===== src/rtl/uart_fifo_pkg.sv =====
package uart_fifo_pkg;
  localparam int DATA_W  = 8;
  localparam int ENTRY_W = 11;

  typedef enum logic [1:0] {
    ADDR_DATA = 2'd0,
    ADDR_CTRL = 2'd1,
    ADDR_MSR  = 2'd2
  } reg_addr_e;

  typedef struct packed {
    logic              perr;
    logic              ferr;
    logic [DATA_W-1:0] data;
  } rx_entry_t;

  typedef struct packed {
    logic modem_irq_en;
    logic par_odd;
    logic par_en;
    logic single;
  } ctrl_t;
endpackage


===== src/rtl/uart_fifo.sv =====
module uart_fifo #(
  parameter int WIDTH = 8,
  parameter int DEPTH = 16,
  localparam int PTR_W = (DEPTH > 1) ? $clog2(DEPTH) : 1,
  localparam int CNT_W = $clog2(DEPTH + 1)
) (
  input  logic             clk_i,
  input  logic             rst_ni,
  input  logic             flush_i,
  input  logic             single_i,
  input  logic             push_i,
  input  logic [WIDTH-1:0] data_i,
  input  logic             pop_i,
  output logic [WIDTH-1:0] data_o,
  output logic [CNT_W-1:0] count_o
);
  logic [WIDTH-1:0] mem_q [DEPTH];
  logic [PTR_W-1:0] wr_ptr_q, rd_ptr_q;
  logic [CNT_W-1:0] count_q, cap;
  logic             full, empty, do_push, do_pop;

  assign cap     = single_i ? CNT_W'(1) : CNT_W'(DEPTH);
  assign full    = (count_q == cap);
  assign empty   = (count_q == '0);
  assign do_pop  = pop_i & ~empty;
  // a full queue still accepts a push when the head leaves in the same cycle
  assign do_push = push_i & (~full | do_pop);

  always_ff @(posedge clk_i) begin
    if (do_push && !flush_i) mem_q[wr_ptr_q] <= data_i;
  end

  always_ff @(posedge clk_i or negedge rst_ni) begin
    if (!rst_ni) begin
      wr_ptr_q <= '0;
      rd_ptr_q <= '0;
      count_q  <= '0;
    end else if (flush_i) begin
      wr_ptr_q <= '0;
      rd_ptr_q <= '0;
      count_q  <= '0;
    end else begin
      if (do_push) wr_ptr_q <= wr_ptr_q + PTR_W'(1);
      if (do_pop)  rd_ptr_q <= rd_ptr_q + PTR_W'(1);
      case ({do_push, do_pop})
        2'b10:   count_q <= count_q + CNT_W'(1);
        2'b01:   count_q <= count_q - CNT_W'(1);
        default: count_q <= count_q;
      endcase
    end
  end

  assign data_o  = mem_q[rd_ptr_q];
  assign count_o = count_q;
endmodule


===== src/rtl/uart_rx_timeout.sv =====
module uart_rx_timeout #(
  parameter int LIMIT = 480,
  localparam int CW = $clog2(LIMIT + 1)
) (
  input  logic clk_i,
  input  logic rst_ni,
  input  logic tick_i,
  input  logic push_i,
  input  logic pop_i,
  input  logic empty_i,
  output logic flag_o
);
  logic [CW-1:0] cnt_q;
  logic          flag_q;

  always_ff @(posedge clk_i or negedge rst_ni) begin
    if (!rst_ni) begin
      cnt_q <= '0;
    end else if (push_i || pop_i || empty_i) begin
      cnt_q <= '0;
    end else if (tick_i && cnt_q != CW'(LIMIT)) begin
      cnt_q <= cnt_q + CW'(1);
    end
  end

  // a pop restarts the count but does not withdraw a raised timeout
  always_ff @(posedge clk_i or negedge rst_ni) begin
    if (!rst_ni) begin
      flag_q <= 1'b0;
    end else if (push_i || empty_i) begin
      flag_q <= 1'b0;
    end else if (tick_i && cnt_q == CW'(LIMIT - 1)) begin
      flag_q <= 1'b1;
    end
  end

  assign flag_o = flag_q;
endmodule


===== src/rtl/uart_modem_delta.sv =====
module uart_modem_delta #(
  parameter int W = 4
) (
  input  logic         clk_i,
  input  logic         rst_ni,
  input  logic [W-1:0] lines_i,
  input  logic         clr_i,
  output logic         delta_o
);
  logic [W-1:0] prev_q;
  logic         primed_q, delta_q;

  always_ff @(posedge clk_i or negedge rst_ni) begin
    if (!rst_ni) begin
      prev_q   <= '0;
      primed_q <= 1'b0;
      delta_q  <= 1'b0;
    end else begin
      prev_q   <= lines_i;
      primed_q <= 1'b1;
      if (primed_q && lines_i != prev_q) delta_q <= 1'b1;
      else if (clr_i)                    delta_q <= 1'b0;
    end
  end

  assign delta_o = delta_q;
endmodule


===== src/rtl/uart_fifo_irq.sv =====
module uart_fifo_irq
  import uart_fifo_pkg::*;
#(
  parameter int DEPTH         = 16,
  parameter int MODEM_W       = 4,
  parameter int TICKS_PER_BIT = 16,
  parameter int BITS_PER_CHAR = 10,
  parameter int TIMEOUT_CHARS = 3
) (
  input  logic               clk_i,
  input  logic               rst_ni,
  input  logic               baud_tick_i,
  input  logic               rx_push_i,
  input  logic [DATA_W-1:0]  rx_data_i,
  input  logic               rx_parity_bit_i,
  input  logic               rx_stop_bit_i,
  input  logic               tx_pop_i,
  output logic [DATA_W-1:0]  tx_data_o,
  output logic               tx_valid_o,
  input  logic               reg_wr_i,
  input  logic               reg_rd_i,
  input  logic [1:0]         reg_addr_i,
  input  logic [DATA_W-1:0]  reg_wdata_i,
  output logic [ENTRY_W-1:0] reg_rdata_o,
  input  logic [MODEM_W-1:0] modem_i,
  output logic               irq_rx_o,
  output logic               irq_tx_o,
  output logic               irq_modem_o
);
  localparam int CNT_W    = $clog2(DEPTH + 1);
  localparam int HALF     = DEPTH / 2;
  localparam int TO_LIMIT = TIMEOUT_CHARS * BITS_PER_CHAR * TICKS_PER_BIT;
  localparam int RXE_W    = $bits(rx_entry_t);

  ctrl_t            ctrl_q;
  logic             mode_single, modem_irq_en, flush;
  logic             wr_data, rd_data, wr_ctrl, rd_msr;
  rx_entry_t        rx_in, rx_head;
  logic [CNT_W-1:0] rx_count, tx_count, rx_cap;
  logic             rx_empty, rx_full, rx_pop, overrun, ovr_q;
  logic             to_flag, delta;

  assign wr_data = reg_wr_i && reg_addr_i == ADDR_DATA;
  assign wr_ctrl = reg_wr_i && reg_addr_i == ADDR_CTRL;
  assign rd_data = reg_rd_i && reg_addr_i == ADDR_DATA;
  assign rd_msr  = reg_rd_i && reg_addr_i == ADDR_MSR;

  assign mode_single  = ctrl_q.single;
  assign modem_irq_en = ctrl_q.modem_irq_en;
  assign flush        = wr_ctrl && (reg_wdata_i[0] != ctrl_q.single);

  always_ff @(posedge clk_i or negedge rst_ni) begin
    if (!rst_ni)      ctrl_q <= '0;
    else if (wr_ctrl) ctrl_q <= ctrl_t'(reg_wdata_i[$bits(ctrl_t)-1:0]);
  end

  // error flags computed at push time
  always_comb begin
    rx_in.data = rx_data_i;
    rx_in.ferr = ~rx_stop_bit_i;
    rx_in.perr = ctrl_q.par_en && (rx_parity_bit_i != ((^rx_data_i) ^ ctrl_q.par_odd));
  end

  assign rx_pop   = rd_data;
  assign rx_cap   = mode_single ? CNT_W'(1) : CNT_W'(DEPTH);
  assign rx_empty = (rx_count == '0);
  assign rx_full  = (rx_count == rx_cap);
  assign overrun  = rx_push_i && rx_full && !rx_pop;

  uart_fifo #(.WIDTH(RXE_W), .DEPTH(DEPTH)) u_rx_fifo (
    .clk_i    (clk_i),
    .rst_ni   (rst_ni),
    .flush_i  (flush),
    .single_i (mode_single),
    .push_i   (rx_push_i),
    .data_i   (rx_in),
    .pop_i    (rx_pop),
    .data_o   (rx_head),
    .count_o  (rx_count)
  );

  uart_fifo #(.WIDTH(DATA_W), .DEPTH(DEPTH)) u_tx_fifo (
    .clk_i    (clk_i),
    .rst_ni   (rst_ni),
    .flush_i  (flush),
    .single_i (mode_single),
    .push_i   (wr_data),
    .data_i   (reg_wdata_i),
    .pop_i    (tx_pop_i),
    .data_o   (tx_data_o),
    .count_o  (tx_count)
  );

  assign tx_valid_o = (tx_count != '0);

  always_ff @(posedge clk_i or negedge rst_ni) begin
    if (!rst_ni)      ovr_q <= 1'b0;
    else if (flush)   ovr_q <= 1'b0;
    else if (overrun) ovr_q <= 1'b1;
    else if (rx_pop)  ovr_q <= 1'b0;
  end

  uart_rx_timeout #(.LIMIT(TO_LIMIT)) u_rx_timeout (
    .clk_i   (clk_i),
    .rst_ni  (rst_ni),
    .tick_i  (baud_tick_i),
    .push_i  (rx_push_i),
    .pop_i   (rx_pop),
    .empty_i (rx_empty),
    .flag_o  (to_flag)
  );

  uart_modem_delta #(.W(MODEM_W)) u_modem_delta (
    .clk_i   (clk_i),
    .rst_ni  (rst_ni),
    .lines_i (modem_i),
    .clr_i   (rd_msr),
    .delta_o (delta)
  );

  assign irq_rx_o    = ovr_q
                     || (rx_count >= (mode_single ? CNT_W'(1) : CNT_W'(HALF)))
                     || (to_flag && !rx_empty);
  assign irq_tx_o    = tx_count <= (mode_single ? CNT_W'(0) : CNT_W'(HALF));
  assign irq_modem_o = delta && modem_irq_en;

  always_comb begin
    case (reg_addr_i)
      ADDR_DATA: reg_rdata_o = {ovr_q, rx_empty ? {RXE_W{1'b0}} : rx_head};
      ADDR_CTRL: reg_rdata_o = ENTRY_W'(ctrl_q);
      ADDR_MSR:  reg_rdata_o = ENTRY_W'({delta, modem_i});
      default:   reg_rdata_o = '0;
    endcase
  end
endmodule


===== config.mk =====
export PLATFORM = sky130hd
export DESIGN_NAME = uart_fifo_irq
export DESIGN_NICKNAME = d
export VERILOG_FILES = /design/src/rtl/uart_fifo_pkg.sv /design/src/rtl/uart_fifo.sv /design/src/rtl/uart_rx_timeout.sv /design/src/rtl/uart_modem_delta.sv /design/src/rtl/uart_fifo_irq.sv
export SDC_FILE = /design/constraint.sdc
export NUM_CORES = 1
export LEC_CHECK = 0
export ABC_AREA = 0
export BUFFER_PORTS_ARGS = -buffer_cell sky130_fd_sc_hd__buf_2
export CAP_MARGIN = 10
export CORE_MARGIN = 1
export CORE_UTILIZATION = 58
export CTS_BUF_LIST = sky130_fd_sc_hd__clkbuf_4
export DETAILED_ROUTE_END_ITERATION = 7
export HOLD_SLACK_MARGIN = 0.12
export PLACE_DENSITY = 0.79
export REMOVE_ABC_BUFFERS = 1
export SKIP_CTS_REPAIR_TIMING = 1
export SLEW_MARGIN = 10
export SYNTH_ARGS = -nofsm -noshare
export SYNTH_HDL_FRONTEND = slang
export SYNTH_SLANG_ARGS = --single-unit

===== constraint.sdc =====
create_clock -name clk_i -period 2.9 [get_ports clk_i]
set_input_delay 0.435 -clock clk_i [delete_from_list [all_inputs] [get_ports clk_i]]
set_output_delay 0.435 -clock clk_i [all_outputs]
set_load 0.02 [all_outputs]

==> PnR_summary.wiki, run 1 <==
{| class="wikitable"
! Metric !! Value
|-
| Outcome || finished, violations left
|-
| Failing checks || setup timing
|-
| CP startpoint || u_rx_fifo.rd_ptr_q[0]
|-
| Wire length reported by the detailed router || between 30000 and 40000 µm
|-
| Share of final-layout standard cells stronger than drive strength 1 || between 30% and 40%
|-
| Startpoint kind of the worst setup timing path || flop
|-
| Placer's final routability congestion estimate || ~0.83
|-
| Transition time of the tightest slew-check pin || roughly 1200 ps
|-
| Largest area contributor in the synthesized netlist || sky130_fd_sc_hd__edfxtp_1
|-
| Most numerous cell types in the synthesized netlist || sky130_fd_sc_hd__edfxtp_1, sky130_fd_sc_hd__mux4_2, sky130_fd_sc_hd__dfrtp_1
|-
| Fraction of the yosys area taken by sequential cells || about 70%
|-
| Number of rows in the core area || 56
|-
| Core Region || ~24000 µm²
|-
| Synth Instances || 787
|-
| Yosys Warn Count || 0
|-
| Unrepaired setup endpoints after global routing || yes
|-
| Fraction of synthesized cell area taken by the top area cell type || 61.6%
|-
| Hold crit path type || input port to flop
|-
| Die span in y || 158 µm
|-
| I/O pin count || 54
|-
| Max-slew headroom at the worst pin || 19.2%
|-
| Maximum frequency from static timing analysis || ~320 MHz
|-
| Finish-stage setup viols || 18
|-
| Mean post-synth cell area || between 15 and 20 µm²
|-
| Count of clock tree sinks || 335
|-
| Library cell appearing most often on the critical path || sky130_fd_sc_hd__buf_12
|-
| Area growth from synthesis to final layout || 18.3%
|-
| Fin Clk Skew || roughly 43 ps
|-
| Total iterations of the first detailed-routing run || 5
|-
| Number of fill cells || about 1500
|-
| First-pass GRT wire length || ~44000 µm
|-
| Final hold viol count || 0
|-
| Utilization after layout || a little over two thirds
|-
| Final cycle utilization of the critical path || 109%
|-
| Peak per-stage delay on the critical path || about 530 ps
|-
| Die Span X || between 150 and 200 µm
|-
| Clock root buffer || sky130_fd_sc_hd__clkbuf_4
|-
| Starting density of the core || between 50% and 60%
|-
| Die Footprint || ~25000 µm²
|-
| Crit path max fanout || 6
|-
| Type of the worst setup path || flop to output port
|-
| Post-placement setup slack || approximately 160 ps
|-
| Setup TNS || -2350 ps
|-
| Synth area leaders || sky130_fd_sc_hd__edfxtp_1, sky130_fd_sc_hd__mux4_2, sky130_fd_sc_hd__dfrtp_1
|-
| Number of synthesized flops with an enable pin || approximately 290
|-
| Slowest cell on crit path || sky130_fd_sc_hd__mux4_2
|-
| Insertion delay to the later sink of the worst-skew pair || 710 ps
|-
| Number of antenna violations at the first check in global routing || 4
|-
| Maximum number of buffers from clock root to sink || 3
|-
| Number of nets still failing antenna checks after routing || 0
|-
| Register bit total from synthesis || between 300 and 400
|-
| Leakage || between 0.005 and 0.006 µW
|-
| Critical path, cell by cell || buf_12 -> buf_12 -> mux4_2 -> a22oi_2 -> and3_4 -> o21ai_0 -> buf_2
|-
| Data required time at the worst endpoint || between 2000 and 2500 ps
|-
| Ratio of routed vias to standard cells || 6.06
|-
| Crit path time final || roughly 3200 ps
|-
| Setup slack of the critical path after layout || -265 ps
|-
| Dominant delay contributor by cell family on the critical path || multiplexers
|-
| Post-Syn Area || about 14000 µm²
|-
| CTS H-tree lvls || 3
|-
| # port buffers || 53
|-
| Primary FF master, synth || sky130_fd_sc_hd__edfxtp_1
|-
| Clock-pin slew on the worst setup and hold paths || about 70 ps
|-
| R2r startpoint || u_rx_fifo.count_o[0]
|-
| Clock tree from TritonCTS || done
|-
| Residual DRC || 0
|-
| Element type at the critical path end || output port
|-
| Critical path buffer and inverter count || 3
|-
| Cts bufs inserted || slightly above 80
|-
| Most common cell in the synthesized netlist || sky130_fd_sc_hd__edfxtp_1
|-
| Total non-filler cell area in the finished layout || between 15000 and 20000 µm²
|-
| Maxcap violations || 0
|-
| Hpwl dp || between 15000 and 20000 µm
|-
| Overflow left after global routing || 0
|-
| Total track usage || 24.4%
|-
| Launch instance of the worst min-delay path || baud_tick_i
|-
| Post-layout power || ~15000 µW
|-
| Final Max Slew Viols || 0
|-
| Count of routing violations after the opening detailed-route iteration || around 740
|-
| Number of distinct library cells after synthesis || 60
|-
| Largest net degree at the start of global routing || 37
|-
| Nets || 1021
|-
| IR drop worst, VDD || between 0.5 and 0.6 mV
|-
| Areal power density over the cells || around 900 nW/µm²
|-
| Fraction of synthesis flops using an asynchronous set or reset pin || approximately 14%
|-
| Placement-stage cell area || between 10000 and 15000 µm²
|-
| Crit path DAT || about 2700 ps
|-
| Routed wire length per instance || 23.2 µm
|-
| Via total after detailed routing || between 8000 and 9000
|-
| Via count of the first global-routing pass || between 8000 and 9000
|}
registers in the layout (all words and copies together), names as in the netlist:
signal / cells
u_rx_fifo.mem_q: 160
u_tx_fifo.mem_q: 128
u_rx_timeout.cnt_q: 9
u_rx_fifo.count_o: 5
u_tx_fifo.count_o: 5
u_modem_delta.prev_q: 4
u_rx_fifo.rd_ptr_q: 4
u_rx_fifo.wr_ptr_q: 4
u_tx_fifo.rd_ptr_q: 4
u_tx_fifo.wr_ptr_q: 4
ctrl_q: 2
mode_single: 1
modem_irq_en: 1
ovr_q: 1
u_modem_delta.delta_o: 1
u_modem_delta.primed_q: 1
u_rx_timeout.flag_o: 1
layout by cell type (no fill, tap or decap), drive strengths merged, types with 4 or more instances in the layout:
cell type    instances
mux2                 6
nor2                41
nand4                7
buf                105
and3                 9
mux2i               15
nand3               11
nor2b               11
dlygate4sd3         20
edfxtp             288
a211oi              10
mux4                80
a21oi               17
nor3                 7
o21ai               20
inv                 31
nor4                 4
xor2                11
clkbuf             122
dfrtp               47
or3                  5
and2                19
xnor2               24
clkinv              21
nand2               26
ha                  20
a22oi                6
power breakdown:
part	internal, µW	switching [µW]	leakage [µW]
logic	2550	2400	0.00212
registers	5690	436	0.00318
clock network	1950	1890	0.000604
total	10200	4720	0.00591
cell families (layout without fill, tap and decap cells):
family                     count (synthesis)  in the layout  share of synthesized area, %
xor gates and xnor gates                  35             35                          2.18
AOI/OAI and AO/OA                         70             70                          3.40
DFF                                      335            335                          70.0
adders and majority gates                 21             21                          1.92
buffers and inverters                     63            301                          1.95
muxes                                    101            101                          14.4
and+or+nand+nor                          161            161                          6.18
other                                      1              3                        0.0267
per-layer routing:
metal | track usage, % | part of all wire, % | up-vias
met4 | 8.28 | 2.2 | 2
met3 | 6.27 | 8.8 | 73
met2 | 38.3 | 50 | 435
met1 | 33.6 | 39 | 4145
li1 | - | - | 3506
met5 | 0 | 0.042 | -
area by class of cell:
class	instances	area (µm²)	area share, %
antenna	2	5.00	0.0301
multi-input combinational	389	4080	24.6
clock inverter	25	149	0.896
sequential	335	9830	59.2
tap	319	399	2.40
clock buffer	116	871	5.24
inverter	29	109	0.655
timing repair buffer	131	1170	7.03
tightest hold or removal path, delay by kind of cell:
| family | cells | cell delay, ps |
|---|---|---|
| xor+xnor | 1 | 80 |
| simple gates | 2 | 190 |
| buf+inv | 1 | 120 |
stage by stage:
stage                     hold WS (ps)  instances
after detailed placement           474       1165
after CTS                         -206       1306
after global routing               102       1346
after floorplan                    139        753
final                              156       1346
after global placement             460       1165
worst paths after layout:
kind,endpoint,slack [ps],depth (start not counted)
max,reg_rdata_o[2],-270,7
min,u_rx_timeout.cnt_q[5],160,4
max reg2reg,u_rx_fifo.mem_q[1][4],130,6
min reg2reg,u_modem_delta.delta_o,460,1
max in group asynchronous,u_rx_fifo.count_o[1],1840,3
min in group asynchronous,u_modem_delta.prev_q[1],330,2
No activity file was read; power rests on OpenSTA's default activity.
==> run 2, diff against run 1 <==
--- a/config.mk
+++ b/config.mk
@@ -5,10 +5,9 @@
 export SDC_FILE = /design/constraint.sdc
 export NUM_CORES = 1
 export LEC_CHECK = 0
-export ABC_AREA = 0
+export ABC_AREA = 1
 export BUFFER_PORTS_ARGS = -buffer_cell sky130_fd_sc_hd__buf_2
 export CAP_MARGIN = 10
-export CORE_MARGIN = 1
 export CORE_UTILIZATION = 58
 export CTS_BUF_LIST = sky130_fd_sc_hd__clkbuf_4
 export DETAILED_ROUTE_END_ITERATION = 7
==> run 2 against run 1 <==
  * The run still ends with setup timing left
  * Count of clock-buffer cells in the layout rose by 6
  * Total power up 6.7%
  * Routed wire length is 17% higher
  * Via count is 32% higher
  * Flip-flop and latch count unchanged
  * First-iteration DRC count up 92%
  * Critical endpoint is now reg_rdata_o[7]
  * Highest routed layer is now met4
==> PnR_summary.wiki, run 2 <==
{| class="wikitable"
! Metric !! Value
|-
| Reg2reg end || u_rx_fifo.mem_q[4][6] (was u_rx_fifo.mem_q[1][4])
|-
| Insertion delay to the later sink of the worst-skew pair || 730 ps (was 710 ps)
|-
| End of the worst hold path || u_modem_delta.delta_o (was u_rx_timeout.cnt_q[5])
|-
| Clk pwr share || 24.6% (was 25.7%)
|-
| Sequential group share of total power || 37.9% (was 41.1%)
|-
| Die Footprint || 25300 µm² (was 24800 µm²)
|-
| Worst R2R Setup Slack || 250 ps (was 130 ps)
|-
| Clock-pin slew on the worst setup and hold paths || 70 ps (about the same)
|-
| Combinational power share || 37.5% (was 33.2%)
|-
| Min-Delay Path Depth || 4 (unchanged)
|-
| Number of rows in the core area || 57 (was 56)
|-
| Met3 Resource Use GR || 4.71% (was 6.27%)
|-
| Top library cells by usage in the layout, fill and taps aside || sky130_fd_sc_hd__edfxtp_1, sky130_fd_sc_hd__nor2_1, sky130_fd_sc_hd__o21ai_0 (was sky130_fd_sc_hd__edfxtp_1, sky130_fd_sc_hd__clkbuf_4, sky130_fd_sc_hd__mux4_2)
|-
| Crit path max fanout || 8 (was 6)
|-
| Total iterations of the first detailed-routing run || 6 (was 5)
|-
| Unrepaired setup endpoints after global routing || yes (unchanged)
|-
| Final hold viol count || 0 (unchanged)
|-
| Cts bufs inserted || 84 (was 83)
|-
| Fraction of synthesized cell area taken by the top area cell type || 60.4% (was 61.6%)
|-
| Core Region || 24200 µm² (was 23600 µm²)
|-
| # port buffers || 53 (unchanged)
|-
| Total non-filler cell area in the finished layout || 17000 µm² (was 16600 µm²)
|-
| Global Route met2 Usage || 43.2% (was 38.3%)
|-
| Clock tree from TritonCTS || done (unchanged)
|-
| Startpoint kind of the worst setup timing path || flop (unchanged)
|-
| Largest net degree at the start of global routing || 59 (was 37)
|-
| FF-to-FF path depth || 9 (was 6)
|-
| Mean post-synth cell area || 11.7 µm² (was 17.8 µm²)
|-
| IR drop worst, VDD || 0.504 mV (about the same)
|-
| Maxcap violations || 0 (unchanged)
|-
| Element type at the critical path end || output port (unchanged)
|-
| Total net switching power || 6040 µW (was 4720 µW)
|-
| Type of the worst setup path || flop to output port (unchanged)
|-
| Critical path buffer and inverter count || 4 (was 3)
|-
| I/O pin count || 54 (unchanged)
|-
| Hpwl dp || 21400 µm (was 18800 µm)
|-
| Yosys Warn Count || 0 (unchanged)
|-
| Count of routing violations after the opening detailed-route iteration || 1409 (was 735)
|-
| Launch instance of the worst min-delay path || reg_addr_i[1] (was baud_tick_i)
|-
| CTS H-tree lvls || 3 (unchanged)
|-
| Register bit total from synthesis || 335 (unchanged)
|-
| Fin Clk Skew || 40.7 ps (was 42.7 ps)
|-
| R2r startpoint || u_rx_fifo.count_o[0] (unchanged)
|-
| Max-slew headroom at the worst pin || 19.7% (was 19.2%)
|-
| Flip-flop count of the largest register, all copies and words added || 160 (unchanged)
|-
| Final Max Slew Viols || 0 (unchanged)
|-
| Number of nets still failing antenna checks after routing || 0 (unchanged)
|-
| Nets || 1452 (was 1021)
|-
| Most common cell in the synthesized netlist || sky130_fd_sc_hd__edfxtp_1 (unchanged)
|-
| Most common library cell in the layout ignoring fill and taps || sky130_fd_sc_hd__edfxtp_1 (unchanged)
|-
| First-pass GRT wire length || 53300 µm (was 44100 µm)
|-
| Count of clock tree sinks || 335 (unchanged)
|-
| Number of synthesized flops with an enable pin || 288 (unchanged)
|-
| Ratio of routed vias to standard cells || 6.02 (was 6.06)
|-
| Synth Instances || 1224 (was 787)
|-
| Primary FF master, synth || sky130_fd_sc_hd__edfxtp_1 (unchanged)
|-
| Met1 layer usage reported by global route || 37.5% (was 33.6%)
|-
| Number of distinct library cells after synthesis || 41 (was 60)
|-
| Fraction of the yosys area taken by sequential cells || 68.7% (was 70.0%)
|-
| Die span in y || 159 µm (was 158 µm)
|-
| Areal power density over the cells || 934 nW/µm² (was 897 nW/µm²)
|-
| Total track usage || 27.2% (was 24.4%)
|-
| Synth area leaders || sky130_fd_sc_hd__edfxtp_1, sky130_fd_sc_hd__dfrtp_1, sky130_fd_sc_hd__o21ai_0 (was sky130_fd_sc_hd__edfxtp_1, sky130_fd_sc_hd__mux4_2, sky130_fd_sc_hd__dfrtp_1)
|-
| Peak per-stage delay on the critical path || 530 ps (about the same)
|-
| Dominant delay contributor by cell family on the critical path || compound AO/OA/AOI/OAI gates (was multiplexers)
|-
| Int Power || 9880 µW (was 10200 µW)
|-
| GRT busiest layer || met2 (unchanged)
|-
| Transition time of the tightest slew-check pin || 1200 ps (was 1210 ps)
|-
| Crit path time final || 3190 ps (was 3170 ps)
|-
| Post-Syn Area || 14300 µm² (was 14000 µm²)
|-
| Number of fill cells || 1652 (was 1480)
|-
| Hold crit path type || input port to flop (unchanged)
|-
| Via total after detailed routing || 10700 (was 8161)
|-
| Slowest cell on crit path || sky130_fd_sc_hd__dfrtp_2 (was sky130_fd_sc_hd__mux4_2)
|-
| Utilization after layout || 70.2% (was 70.4%)
|-
| Failing checks || setup timing (unchanged)
|-
| Final cycle utilization of the critical path || 110% (was 109%)
|-
| Starting density of the core || 59.0% (was 59.5%)
|-
| Crit path DAT || 2750 ps (was 2730 ps)
|-
| Share of final-layout standard cells stronger than drive strength 1 || 22.3% (was 35.8%)
|-
| Largest area contributor in the synthesized netlist || sky130_fd_sc_hd__edfxtp_1 (unchanged)
|-
| Placement-stage cell area || 15200 µm² (was 14900 µm²)
|-
| Most numerous cell types in the synthesized netlist || sky130_fd_sc_hd__edfxtp_1, sky130_fd_sc_hd__nor2_1, sky130_fd_sc_hd__o21ai_0 (was sky130_fd_sc_hd__edfxtp_1, sky130_fd_sc_hd__mux4_2, sky130_fd_sc_hd__dfrtp_1)
|-
| Switching share of total power || 37.9% (was 31.6%)
|-
| Leakage || 0.00638 µW (was 0.00591 µW)
|-
| Finish-stage setup viols || 9 (was 18)
|-
| Wire length reported by the detailed router || 36500 µm (was 31200 µm)
|-
| Post-placement setup slack || 270 ps (was 157 ps)
|-
| Largest registers || u_rx_fifo.mem_q (160), u_tx_fifo.mem_q (128), u_rx_timeout.cnt_q (9) (unchanged)
|-
| Die Span X || 159 µm (was 158 µm)
|-
| Data required time at the worst endpoint || 2470 ps (about the same)
|-
| Number of antenna violations at the first check in global routing || 2 (was 4)
|-
| Maximum frequency from static timing analysis || 314 MHz (was 316 MHz)
|-
| CP startpoint || u_rx_fifo.rd_ptr_q[0] (unchanged)
|-
| Outcome || finished, violations left (unchanged)
|-
| Placer's final routability congestion estimate || 0.866 (was 0.833)
|-
| Overflow left after global routing || 0 (unchanged)
|-
| Routed wire length per instance || 20.5 µm (was 23.2 µm)
|-
| Residual DRC || 0 (unchanged)
|-
| Clock root buffer || sky130_fd_sc_hd__clkbuf_4 (unchanged)
|-
| Setup slack of the critical path after layout || -286 ps (was -265 ps)
|-
| Maximum number of buffers from clock root to sink || 3 (unchanged)
|-
| Via count of the first global-routing pass || 10300 (was 8109)
|-
| Area growth from synthesis to final layout || 19.1% (was 18.3%)
|-
| Critical path, cell by cell || inv_8 -> buf_6 -> buf_6 -> o21ai_0 -> o22ai_1 -> o21ai_0 -> a21oi_2 -> buf_4 (was buf_12 -> buf_12 -> mux4_2 -> a22oi_2 -> and3_4 -> o21ai_0 -> buf_2)
|-
| Fraction of synthesis flops using an asynchronous set or reset pin || 14.0% (unchanged)
|-
| Register ranked first by flip-flop count || u_rx_fifo.mem_q (unchanged)
|}
## run 2: cell families after synthesis
logic type	synth area share, %
buffers and inverters	3.41
AND/OR/NAND/NOR	12.8
other	0.0262
flip-flops	68.7
adder cells (fa/ha/maj)	1.89
AO/OA/AOI/OAI	12.0
XOR/XNOR	1.16
## run 2: power groups by stage
stage | sequential, µW | clock (µW) | combinational [µW]
floorplan | 6250 | 0 | 2830
global placement | 6060 | 0 | 4640
detailed placement | 6080 | 0 | 4840
CTS | 5980 | 3940 | 4860
global route | 6070 | 4210 | 6420
finish | 6030 | 3910 | 5970
## run 2: worst register-to-register path, delay by kind of cell (launching register included)
kind                       cells  cell delay, ps
and+or+nand+nor                4            1150
AOI/OAI and AO/OA              1             110
adders and majority gates      1             280
DFF                            1             420
buffers and inverters          3             310
## run 2: how the worst max path moves through the flow
stage | slack [ps] | endpoint | cells past startpoint
finish | -290 | reg_rdata_o[7] | 8
global route | -320 | reg_rdata_o[7] | 8
CTS | -230 | reg_rdata_o[3] | 9
detailed placement | 270 | u_rx_fifo.mem_q[1][8] | 10
global placement | 330 | u_rx_fifo.mem_q[12][0] | 10
floorplan | -700 | reg_rdata_o[1] | 8
## run 2: area by class of cell
type / instances / area [µm²] / share of cell area, %
well taps: 324 / 405 / 2.38
repair buffers: 147 / 1340 / 7.88
inverters: 67 / 270 / 1.59
clock buffers: 122 / 916 / 5.38
clock inverters: 22 / 134 / 0.786
flip-flops and latches: 335 / 9830 / 57.7
diodes: 2 / 5.00 / 0.0294
multi-input cells: 765 / 4130 / 24.3
## run 2: routing by layer
| layer | part of all wire (%) | wire, µm | vias up |
|---|---|---|---|
| met1 | 40 | 14500 | 5185 |
| met3 | 8.8 | 3230 | 111 |
| li1 | - | - | 4824 |
| met2 | 48 | 17500 | 623 |
| met5 | 0 | 0 | - |
| met4 | 3.6 | 1330 | 0 |
## run 2: through the flow
stage,instances,total power (µW),setup TNS [ps],hold slack [ps]
floorplan,1167,9080,-7140,139
global placement,1595,10700,0,445
detailed placement,1595,10900,0,469
CTS,1739,14800,-1740,-142
global route,1784,16700,-1540,114
finish,1784,15900,-914,132
